==> src/rtl/serial_cmd_rx_pkg.sv <==
package serial_cmd_rx_pkg;
  typedef struct packed {
    logic rise;
    logic fall;
  } edge_t;

  // synchronized bus order {sel, sclk, sdi}
  localparam int unsigned SEL_IDX  = 2;
  localparam int unsigned SCLK_IDX = 1;
  localparam int unsigned SDI_IDX  = 0;
endpackage

==> src/rtl/serial_cmd_rx_sync.sv <==
module serial_cmd_rx_sync #(
  parameter int unsigned W = 1,
  parameter int unsigned STAGES = 2,
  parameter logic [W-1:0] RST_VAL = '0
) (
  input  logic         clk_i,
  input  logic         rst_ni,
  input  logic [W-1:0] d_i,
  output logic [W-1:0] q_o
);
  logic [W-1:0] stg_q [STAGES];

  for (genvar s = 0; s < STAGES; s++) begin : g_stage
    if (s == 0) begin : g_first
      always_ff @(posedge clk_i or negedge rst_ni)
        if (!rst_ni) stg_q[s] <= RST_VAL;
        else         stg_q[s] <= d_i;
    end else begin : g_rest
      always_ff @(posedge clk_i or negedge rst_ni)
        if (!rst_ni) stg_q[s] <= RST_VAL;
        else         stg_q[s] <= stg_q[s-1];
    end
  end

  assign q_o = stg_q[STAGES-1];
endmodule

==> src/rtl/serial_cmd_rx_edge.sv <==
module serial_cmd_rx_edge
  import serial_cmd_rx_pkg::*;
#(
  parameter logic RST_VAL = 1'b0
) (
  input  logic  clk_i,
  input  logic  rst_ni,
  input  logic  lvl_i,
  output edge_t edg_o
);
  logic prev_q;

  always_ff @(posedge clk_i or negedge rst_ni)
    if (!rst_ni) prev_q <= RST_VAL;
    else         prev_q <= lvl_i;

  always_comb begin
    edg_o.rise = ~prev_q & lvl_i;
    edg_o.fall = prev_q & ~lvl_i;
  end
endmodule

==> src/rtl/serial_cmd_rx_frame.sv <==
module serial_cmd_rx_frame
  import serial_cmd_rx_pkg::*;
#(
  parameter int unsigned CTRL_W = 8,
  parameter int unsigned DATA_W = 16,
  localparam int unsigned FRAME_W = CTRL_W + DATA_W,
  localparam int unsigned CNT_W = $clog2(FRAME_W + 1)
) (
  input  logic               clk_i,
  input  logic               rst_ni,
  input  edge_t              sel_edg_i,
  input  logic               sclk_fall_i,
  input  logic               sdi_i,
  output logic               valid_o,
  output logic [CTRL_W-1:0]  ctrl_o,
  output logic [DATA_W-1:0]  data_o,
  output logic               armed_o,
  output logic               locked_o,
  output logic [CNT_W-1:0]   cnt_o,
  output logic [FRAME_W-1:0] sreg_o
);
  logic [FRAME_W-1:0] sreg_q, sreg_d;
  logic [CNT_W-1:0]   cnt_q;
  logic               armed_q, locked_q, valid_q;
  logic [CTRL_W-1:0]  ctrl_q;
  logic [DATA_W-1:0]  data_q;
  logic               shift_en, last_bit;

  assign sreg_d   = {sreg_q[FRAME_W-2:0], sdi_i};
  assign last_bit = (cnt_q == CNT_W'(FRAME_W - 1));
  // select edges take priority over a coincident serial clock edge
  assign shift_en = armed_q & ~locked_q & sclk_fall_i & ~sel_edg_i.rise & ~sel_edg_i.fall;

  always_ff @(posedge clk_i or negedge rst_ni) begin
    if (!rst_ni) begin
      sreg_q   <= '0;
      cnt_q    <= '0;
      armed_q  <= 1'b0;
      locked_q <= 1'b0;
      valid_q  <= 1'b0;
      ctrl_q   <= '0;
      data_q   <= '0;
    end else begin
      valid_q <= 1'b0;
      if (sel_edg_i.fall) begin
        armed_q  <= 1'b1;
        locked_q <= 1'b0;
        cnt_q    <= '0;
        sreg_q   <= '0;
      end else if (sel_edg_i.rise) begin
        armed_q <= 1'b0;
        cnt_q   <= '0;
      end else if (shift_en) begin
        sreg_q <= sreg_d;
        if (last_bit) begin
          locked_q <= 1'b1;
          valid_q  <= 1'b1;
          ctrl_q   <= sreg_d[FRAME_W-1 -: CTRL_W];
          data_q   <= sreg_d[DATA_W-1:0];
        end else begin
          cnt_q <= cnt_q + CNT_W'(1);
        end
      end
    end
  end

  assign valid_o  = valid_q;
  assign ctrl_o   = ctrl_q;
  assign data_o   = data_q;
  assign armed_o  = armed_q;
  assign locked_o = locked_q;
  assign cnt_o    = cnt_q;
  assign sreg_o   = sreg_q;
endmodule

==> src/rtl/serial_cmd_rx.sv <==
module serial_cmd_rx
  import serial_cmd_rx_pkg::*;
#(
  parameter int unsigned CTRL_W = 8,
  parameter int unsigned DATA_W = 16,
  parameter int unsigned SYNC_STAGES = 2,
  localparam int unsigned FRAME_W = CTRL_W + DATA_W,
  localparam int unsigned CNT_W = $clog2(FRAME_W + 1)
) (
  input  logic              clk_i,
  input  logic              rst_ni,
  input  logic              sel_ni,
  input  logic              sclk_i,
  input  logic              sdi_i,
  output logic              valid_o,
  output logic [CTRL_W-1:0] ctrl_o,
  output logic [DATA_W-1:0] data_o
);
  // sel resets low so a select held low across reset is not seen as a new frame
  localparam logic [2:0] SYNC_RST = 3'b010;

  logic [2:0]         raw_w, sync_w;
  edge_t              sel_edg_w, sclk_edg_w;
  logic               armed_w, locked_w;
  logic [CNT_W-1:0]   cnt_w;
  logic [FRAME_W-1:0] sreg_w;

  assign raw_w[SEL_IDX]  = sel_ni;
  assign raw_w[SCLK_IDX] = sclk_i;
  assign raw_w[SDI_IDX]  = sdi_i;

  serial_cmd_rx_sync #(.W(3), .STAGES(SYNC_STAGES), .RST_VAL(SYNC_RST)) u_sync (
    .clk_i (clk_i),
    .rst_ni(rst_ni),
    .d_i   (raw_w),
    .q_o   (sync_w)
  );

  serial_cmd_rx_edge #(.RST_VAL(SYNC_RST[SEL_IDX])) u_sel_edge (
    .clk_i (clk_i),
    .rst_ni(rst_ni),
    .lvl_i (sync_w[SEL_IDX]),
    .edg_o (sel_edg_w)
  );

  serial_cmd_rx_edge #(.RST_VAL(SYNC_RST[SCLK_IDX])) u_sclk_edge (
    .clk_i (clk_i),
    .rst_ni(rst_ni),
    .lvl_i (sync_w[SCLK_IDX]),
    .edg_o (sclk_edg_w)
  );

  serial_cmd_rx_frame #(.CTRL_W(CTRL_W), .DATA_W(DATA_W)) u_frame (
    .clk_i      (clk_i),
    .rst_ni     (rst_ni),
    .sel_edg_i  (sel_edg_w),
    .sclk_fall_i(sclk_edg_w.fall),
    .sdi_i      (sync_w[SDI_IDX]),
    .valid_o    (valid_o),
    .ctrl_o     (ctrl_o),
    .data_o     (data_o),
    .armed_o    (armed_w),
    .locked_o   (locked_w),
    .cnt_o      (cnt_w),
    .sreg_o     (sreg_w)
  );

  logic unused_w;
  assign unused_w = sclk_edg_w.rise;
endmodule

==> config.mk <==
export PLATFORM = sky130hd
export DESIGN_NAME = serial_cmd_rx
export DESIGN_NICKNAME = d
export VERILOG_FILES = /design/src/rtl/serial_cmd_rx_pkg.sv /design/src/rtl/serial_cmd_rx_sync.sv /design/src/rtl/serial_cmd_rx_edge.sv /design/src/rtl/serial_cmd_rx_frame.sv /design/src/rtl/serial_cmd_rx.sv
export SDC_FILE = /design/constraint.sdc
export NUM_CORES = 1
export LEC_CHECK = 0
export BUFFER_PORTS_ARGS = -buffer_cell sky130_fd_sc_hd__clkbuf_2
export CAP_MARGIN = 20
export CORE_MARGIN = 4
export CORE_UTILIZATION = 25
export DETAILED_ROUTE_END_ITERATION = 10
export PLACE_DENSITY = 0.51
export SYNTH_ARGS = -nofsm -noshare
export SYNTH_HDL_FRONTEND = slang
export SYNTH_SLANG_ARGS = --single-unit
==> constraint.sdc <==
create_clock -name clk_i -period 3.54 [get_ports clk_i]
set_input_delay 0.531 -clock clk_i [delete_from_list [all_inputs] [get_ports clk_i]]
set_output_delay 0.531 -clock clk_i [all_outputs]
set_load 0.03 [all_outputs]
==> results by group, run 1 <==
Placement
  – Standard cell area after detailed placement: 2745 um2
  – Placement Setup Slack: approximately 1.3 ns
  – Estimated wirelength of the detail-placed design: 2797 um
  – IO buf count: 29
  – Final weighted congestion in routability-driven placement: 0.7574
  – Total instance count after detailed placement: between 300 and 400

Logic synthesis
  – Synth unique cells: 32
  – Warning count from the yosys run: 0
  – Synth async-reset ratio: 100.0%
  – Net count after synthesis: 163
  – FF+latch count, synth: 63
  – Mapped cell area: approximately 2500 um2
  – Share of the synthesized area in the top cell type: between 60% and 70%
  – Number of enable-type register cells in the synthesized netlist: 0
  – Main flop type after synthesis: dfrtp_1
  – Mapped Avg Cell Area: 15.93 um2
  – Commonest cells in the synthesized netlist: dfrtp_1 (60), a22o_1 (23), mux2_4 (20)
  – Share of the yosys chip area belonging to registers: 63.98%
  – Cells after synthesis: 155
  – Top cells by area in the synthesized netlist: dfrtp_1 (61%), mux2_4 (12%), a22o_1 (8.2%)
  – Largest area contributor in the netlist: dfrtp_1
  – Cell with the most instances after synthesis: dfrtp_1

Final layout
  – Post-layout util: between 30% and 40%
  – Final design instance area without fill: ~2900 um2
  – Layout area overhead: 19.15%
  – Number of inserted diodes: 0
  – Fill count: 973
  – Layout Nets: 197
  – Layout cells sized above 1: 40.72%
  – Final instance count without filler cells: 327

STA
  – Setup Skew: 0.007965 ns
  – Slew Limit Fails: 0
  – Endpoints failing hold: 0
  – Post-route clock period utilization: 62.93%
  – Tightest hold margin: around 0.21 ns
  – Final sum of negative setup slack: 0 ns
  – Transition at the pin with the smallest max-transition slack: 0.9759 ns
  – Time the final worst path needs with I/O delays and setup: around 2.2 ns
  – Setup repair after global routing missed its margin: no
  – Max Clk Rate: 0.4489 GHz
  – Number of endpoints failing setup at the final stage: 0
  – Setup slack of the critical path after layout: 1.312 ns
  – Slew margin rel.: 34.93%

Worst setup path
  – Capturing element type of the critical path: flip-flop
  – Launch point of the worst path: u_sync.q_o[2]
  – Class of the most critical setup path: flip-flop to flip-flop
  – Reg-to-reg startpoint: u_sync.q_o[2]
  – Required @ worst endpoint: 3.75 ns
  – Arrival time reported for the critical path endpoint: 2.44 ns
  – Worst reg-to-reg path cell count: 4
  – Type of origin of the critical path: flip-flop
  – Worst Path Max Fanout: 24

Die
  – Total die area: ~12000 um2
  – Initial standard-cell utilization of the core: 25.50%
  – DIE WIDTH: 107.4 um
  – Core area: a little under 10000 um2
  – # rows: 36
  – Vertical die dimension: roughly 110 um
  – Number of ports placed on the die boundary: 30

Detailed routing
  – Vias per inst: approximately 4.3
  – Drc violations: 0
  – Average wire per cell in the routed design: 13.59 um
  – Detailed-route wire length: 4444 um
  – Violation count after the first detailed-routing iteration: 29
  – Number of routed nets with antenna violations: 0
  – Drt pass-1 iters: 4
  – Routed via count: 1397

CTS
  – Level count of the clock H-tree: 3
  – Clock Sink Count: 63
  – Post-CTS Hold Fix Bufs: 0
  – Post-cts sizing count: 0
  – Number of buffers inserted during clock tree synthesis: 9
  – Clock slew at the register clock pins of the worst setup and hold paths: 0.07 ns
  – CTS tree: done
  – CTS Buffer Depth: 2
  – Clock root buffer master: clkbuf_8
  – Number of post-CTS setup repair buffers: 0
  – Clock network latency to the later pin of the worst-skew pair: 0.33 ns

Pwr
  – Power density of the placed cells: 476.7 nW/um2
  – Internal power component: 1.086 mW
  – Fraction of power consumed by combinational cells: 3.3%
  – Net switching component of the power: roughly 0.32 mW
  – Portion of total power attributed to sequential cells: between 50 and 60%
  – Switching share of total power: 22.60%
  – Peak supply drop: 0.1543 mV
  – Post-route total power: approximately 1.4 mW
  – Standby leakage power: 1.496 nW
  – Clock network fraction of design power: 44.4%

Global routing
  – Overall Global Routing Usage: 8.321%
  – Initial antenna violation count: 0
  – Via count of the first global-routing pass: 1430
  – Global-route congestion overflow total: 0
  – Maximum number of pins on one net before global-route repair: 39
  – Wire length of the first global-routing pass: 7438 um

Worst hold path
  – Class of the tightest hold or removal check: input pin to asynchronous set/reset pin

Outcome
  – Result of the run: finished clean

Run
  – Count of max-cap constraint violations: 0
-- layer usage --
layer | global-route usage, % | share of wire [%] | vias to the layer above
met2 | 11.57 | 43 | 26
met4 | 3.517 | 1.7 | 0
li1 | - | - | 651
met3 | 3.119 | 5.3 | 9
met5 | 0 | 0 | -
met1 | 11.55 | 50 | 711
-- power groups by stage --
stage | logic [mW] | clock network (mW) | registers [mW]
2_1_floorplan | 0.0242 | 0 | 0.746
3_3_place_gp | 0.0476 | 0 | 0.748
3_5_place_dp | 0.0472 | 0 | 0.748
4_1_cts | 0.0474 | 0.642 | 0.734
5_1_grt | 0.0528 | 0.681 | 0.735
6_report | 0.0458 | 0.623 | 0.734
-- kinds of logic (layout without fill, tap and decap cells) --
family | Yosys count | after routing | synth area share (%)
flops | 63 | 63 | 63.98
compound gates | 32 | 32 | 10.54
mux | 27 | 27 | 15.25
simple gates | 19 | 19 | 6.029
buf+inv | 11 | 50 | 2.685
fa+ha+maj | 3 | 3 | 1.520
-- area by class of cell --
| cell class | instances | area [um2] | area share, % |
|---|---|---|---|
| inverter | 3 | 11.26 | 0.3827 |
| tap | 133 | 166.4 | 5.655 |
| sequential | 63 | 1580 | 53.70 |
| clock buffer | 11 | 141.4 | 4.804 |
| timing repair buffer | 31 | 160.2 | 5.442 |
| multi-input combinational | 81 | 827.0 | 28.10 |
| clock inverter | 5 | 56.30 | 1.913 |
-- sequential cells by signal, summed over array words and instances, names as in the netlist --
signal,cells
u_frame.cnt_o,5
u_sync.stg_q,3
u_frame.valid_o,1
u_sync.q_o,3
u_sclk_edge.prev_q,1
u_frame.sreg_o,23
u_frame.armed_o,1
u_frame.locked_o,1
u_frame.ctrl_o,8
u_sel_edge.prev_q,1
u_frame.data_o,16
-- placed cells by master (no fill, tap or decap), drive strengths merged --
cell	instances
a21boi	3
a21oi	1
a22o	23
a31oi	1
and3	1
and4b	1
and4bb	1
buf	2
bufinv	1
clkbuf	40
clkinv	2
clkinvlp	1
dfrtp	60
dfstp	3
ha	3
inv	4
mux2	25
mux2i	2
nand2	2
nand3	3
nand4	2
nand4b	1
nand4bb	1
nor2	1
nor3	1
nor4	1
o21ai	2
o31ai	2
or3	2
or4	2
-- worst paths after layout --
path	endpoint	slack [ns]
max	u_frame.data_o[1]	1.31
min	u_frame.armed_o	0.21
min in group clk_i	u_sync.stg_q[4]	0.27
min reg2reg	u_sync.q_o[0]	0.35
max reg2reg	u_frame.data_o[1]	1.31
max in group asynchronous	u_frame.sreg_o[6]	2.41
-- critical path: stages, from the launching register on --
cell,delay [ns]
dfrtp_1,0.40
ha_1,0.31
nor2_2,0.34
nand4_4,0.55
mux2_4,0.49
Power figures use the tool's default switching activity.
==> run 2, diff against run 1 <==
--- a/config.mk
+++ b/config.mk
@@ -10,7 +10,7 @@
 export CORE_MARGIN = 4
 export CORE_UTILIZATION = 25
 export DETAILED_ROUTE_END_ITERATION = 10
-export PLACE_DENSITY = 0.51
+export PLACE_DENSITY = 0.52
 export SYNTH_ARGS = -nofsm -noshare
 export SYNTH_HDL_FRONTEND = slang
 export SYNTH_SLANG_ARGS = --single-unit
==> constraint.sdc (replaced) <==
create_clock -name clk_i -period 1.8 [get_ports clk_i]
set_input_delay 0.27 -clock clk_i [delete_from_list [all_inputs] [get_ports clk_i]]
set_output_delay 0.27 -clock clk_i [all_outputs]
set_load 0.03 [all_outputs]
==> run 2 against run 1 <==
Net effect:
- critical path depth up 1
- highest routed layer unchanged
- largest power group unchanged
- core utilization rose by 0.52 points
- critical endpoint is now u_frame.data_o[15]
- non-clock buffer count rose by 7
- fmax increased by 30%
- global-route usage grew 0.15 points
- total power is 83% higher
- register-to-register slack got worse by 1.2 ns
- via count increased by 0.86%
==> results by group, run 2 (synthesis results as in run 1) <==
Outcome
  – Result of the run: finished clean (unchanged)

Worst setup path
  – WP buf/inv: 1 (was 0)
  – Type of origin of the critical path: flip-flop (unchanged)
  – Class of the most critical setup path: flip-flop to flip-flop (unchanged)
  – Capturing element type of the critical path: flip-flop (unchanged)
  – Worst Path Max Fanout: 24 (unchanged)
  – Critical path depth in cells: 5 (was 4)
  – Worst R2R Setup Slack: 0.08 ns (was 1.31 ns)
  – Cell-by-cell trace of the critical path: ha_1, and4b_2, nand4_4, buf_12, mux2_2 (was ha_1, nor2_2, nand4_4, mux2_4)
  – Arrival time reported for the critical path endpoint: 1.93 ns (was 2.44 ns)
  – Required @ worst endpoint: 2.01 ns (was 3.75 ns)
  – Worst path slowest cell: dfrtp_1 (was nand4_4)
  – Worst reg-to-reg path cell count: 5 (was 4)
  – Crit-path max cell delay: 0.41 ns (was 0.55 ns)
  – Crit-path leading delay family: flip-flops (was simple AND/OR/NAND/NOR gates)

Pwr
  – Standby leakage power: 1.523 nW (was 1.496 nW)
  – Peak supply drop: 0.3132 mV (was 0.1543 mV)
  – Internal power component: 2.001 mW (was 1.086 mW)
  – Clock network fraction of design power: 39.6% (was 44.4%)
  – Switching share of total power: 22.09% (was 22.60%)
  – Power density of the placed cells: 858.0 nW/um2 (was 476.7 nW/um2)
  – Portion of total power attributed to sequential cells: 56.3% (was 52.3%)
  – Net switching component of the power: 0.5673 mW (was 0.3170 mW)
  – Fraction of power consumed by combinational cells: 4.1% (was 3.3%)

Detailed routing
  – Violation count after the first detailed-routing iteration: 112 (was 29)
  – Detailed-route wire length: 4511 um (was 4444 um)
  – Routed via count: 1409 (was 1397)
  – Drt pass-1 iters: 4 (unchanged)
  – Vias per inst: 4.231 (was 4.272)
  – Average wire per cell in the routed design: 13.55 um (was 13.59 um)
  – Drc violations: 0 (unchanged)
  – Number of routed nets with antenna violations: 0 (unchanged)

STA
  – Slew Limit Fails: 0 (unchanged)
  – Time the final worst path needs with I/O delays and setup: 1.719 ns (was 2.228 ns)
  – Max Clk Rate: 0.5817 GHz (was 0.4489 GHz)
  – Setup Skew: 0.007644 ns (was 0.007965 ns)
  – Post-route clock period utilization: 95.51% (was 62.93%)
  – Slew margin rel.: 77.17% (was 34.93%)
  – Setup repair after global routing missed its margin: no (unchanged)
  – Number of endpoints failing setup at the final stage: 0 (unchanged)
  – Final sum of negative setup slack: 0 ns (unchanged)
  – Transition at the pin with the smallest max-transition slack: 0.3394 ns (was 0.9759 ns)
  – Endpoints failing hold: 0 (unchanged)

Worst hold path
  – Class of the tightest hold or removal check: input pin to flip-flop (was input pin to asynchronous set/reset pin)
  – Hold Path Cell Cnt: 1

Final layout
  – Post-layout util: 30.90% (was 30.39%)
  – Layout Nets: 204 (was 197)
  – Number of inserted diodes: 0 (unchanged)
  – Layout area overhead: 21.18% (was 19.15%)
  – Commonest non-fill, non-tap cell in the layout: dfrtp_1 (unchanged)
  – Layout cells sized above 1: 40.50% (was 40.72%)
  – Max reg flops: 23 (unchanged)
  – Commonest cells after routing, fill and taps aside: dfrtp_1 (60), clkbuf_2 (28), a22o_1 (23) (was dfrtp_1 (60), clkbuf_2 (29), a22o_1 (23))
  – Final design instance area without fill: 2993 um2 (was 2943 um2)

Die
  – Total die area: 11530 um2 (unchanged)
  – Number of ports placed on the die boundary: 30 (unchanged)
  – Core area: 9684 um2 (unchanged)
  – DIE WIDTH: 107.4 um (unchanged)
  – Vertical die dimension: 107.4 um (unchanged)
  – Initial standard-cell utilization of the core: 25.50% (unchanged)
  – # rows: 36 (unchanged)

Placement
  – IO buf count: 29 (unchanged)
  – Standard cell area after detailed placement: 2824 um2 (was 2745 um2)
  – Final weighted congestion in routability-driven placement: 0.7173 (was 0.7574)
  – Estimated wirelength of the detail-placed design: 2790 um (was 2797 um)

CTS
  – Clock root buffer master: clkbuf_8 (unchanged)
  – Level count of the clock H-tree: 3 (unchanged)
  – Number of buffers inserted during clock tree synthesis: 9 (unchanged)
  – Clock Sink Count: 63 (unchanged)
  – Clock slew at the register clock pins of the worst setup and hold paths: 0.06 ns (was 0.07 ns)
  – CTS Buffer Depth: 2 (unchanged)
  – CTS tree: done (unchanged)
  – Clock network latency to the later pin of the worst-skew pair: 0.33 ns (about the same)
  – Number of post-CTS setup repair buffers: 0 (unchanged)

Run
  – Count of max-cap constraint violations: 0 (unchanged)

Global routing
  – Overall Global Routing Usage: 8.468% (was 8.321%)
  – Maximum number of pins on one net before global-route repair: 64 (was 39)
  – Initial antenna violation count: 0 (unchanged)
  – Via count of the first global-routing pass: 1513 (was 1430)
  – Global-route congestion overflow total: 0 (unchanged)
  – Wire length of the first global-routing pass: 7617 um (was 7438 um)
## run 2: cell type report
cell class              count  area, um2
fillers                   978       6691
flip-flops and latches     63       1580
multi-input cells          81      824.5
repair buffers             38      252.7
well taps                 133      166.4
clock buffers              14      152.6
inverters                   3      11.26
clock inverters             1      5.005
## run 2: worst register-to-register path, cell delays in order (launching register included)
cell	delay, ns
dfrtp_1	0.41
ha_1	0.22
and4b_2	0.28
nand4_4	0.11
buf_12	0.21
mux2_2	0.37
## run 2: path summary, 6_finish.rpt
path	start	to
worst max-delay path	u_frame.cnt_o[0]	u_frame.data_o[15]
worst min-delay path	sclk_i	u_sync.stg_q[4]
worst max register to register	u_frame.cnt_o[0]	u_frame.data_o[15]
worst min register to register	u_sync.stg_q[3]	u_sync.q_o[0]
max in group asynchronous	rst_ni	u_sclk_edge.prev_q
min in group asynchronous	rst_ni	u_frame.cnt_o[2]
## run 2: stage by stage
stage	total power [mW]	hold WS [ns]	cells	setup WS, ns
4_1_cts	2.624	0.01629	333	0.07255
6_report	2.568	0.03369	333	0.08090
5_1_grt	2.692	0.01443	333	0.01865
3_3_place_gp	1.578	0.3210	317	0.1161
2_1_floorplan	1.516	-0.02559	155	0.1040
3_5_place_dp	1.578	0.3197	317	0.08101
## run 2: power by group through the flow
stage / clock [mW] / combinational (mW) / sequential, mW
floorplan: 0 / 0.0477 / 1.47
global placement: 0 / 0.108 / 1.47
detailed placement: 0 / 0.107 / 1.47
CTS: 1.07 / 0.109 / 1.44
global route: 1.13 / 0.118 / 1.45
finish: 1.02 / 0.105 / 1.44
## run 2: routing by layer
| metal | part of all wire (%) | track usage, % | up-vias |
|---|---|---|---|
| li1 | - | - | 659 |
| met1 | 51 | 11.20 | 718 |
| met3 | 5.6 | 3.899 | 4 |
| met5 | 0 | 0 | - |
| met2 | 42 | 11.97 | 28 |
| met4 | 1.2 | 3.427 | 0 |
## run 2: timing repair
item                                   in CTS  in global routing
resized for setup                           0                  1
setup endpoints to repair                   0                  2
endpoints found under the hold margin      60                  0
hold buffers                                1                  0
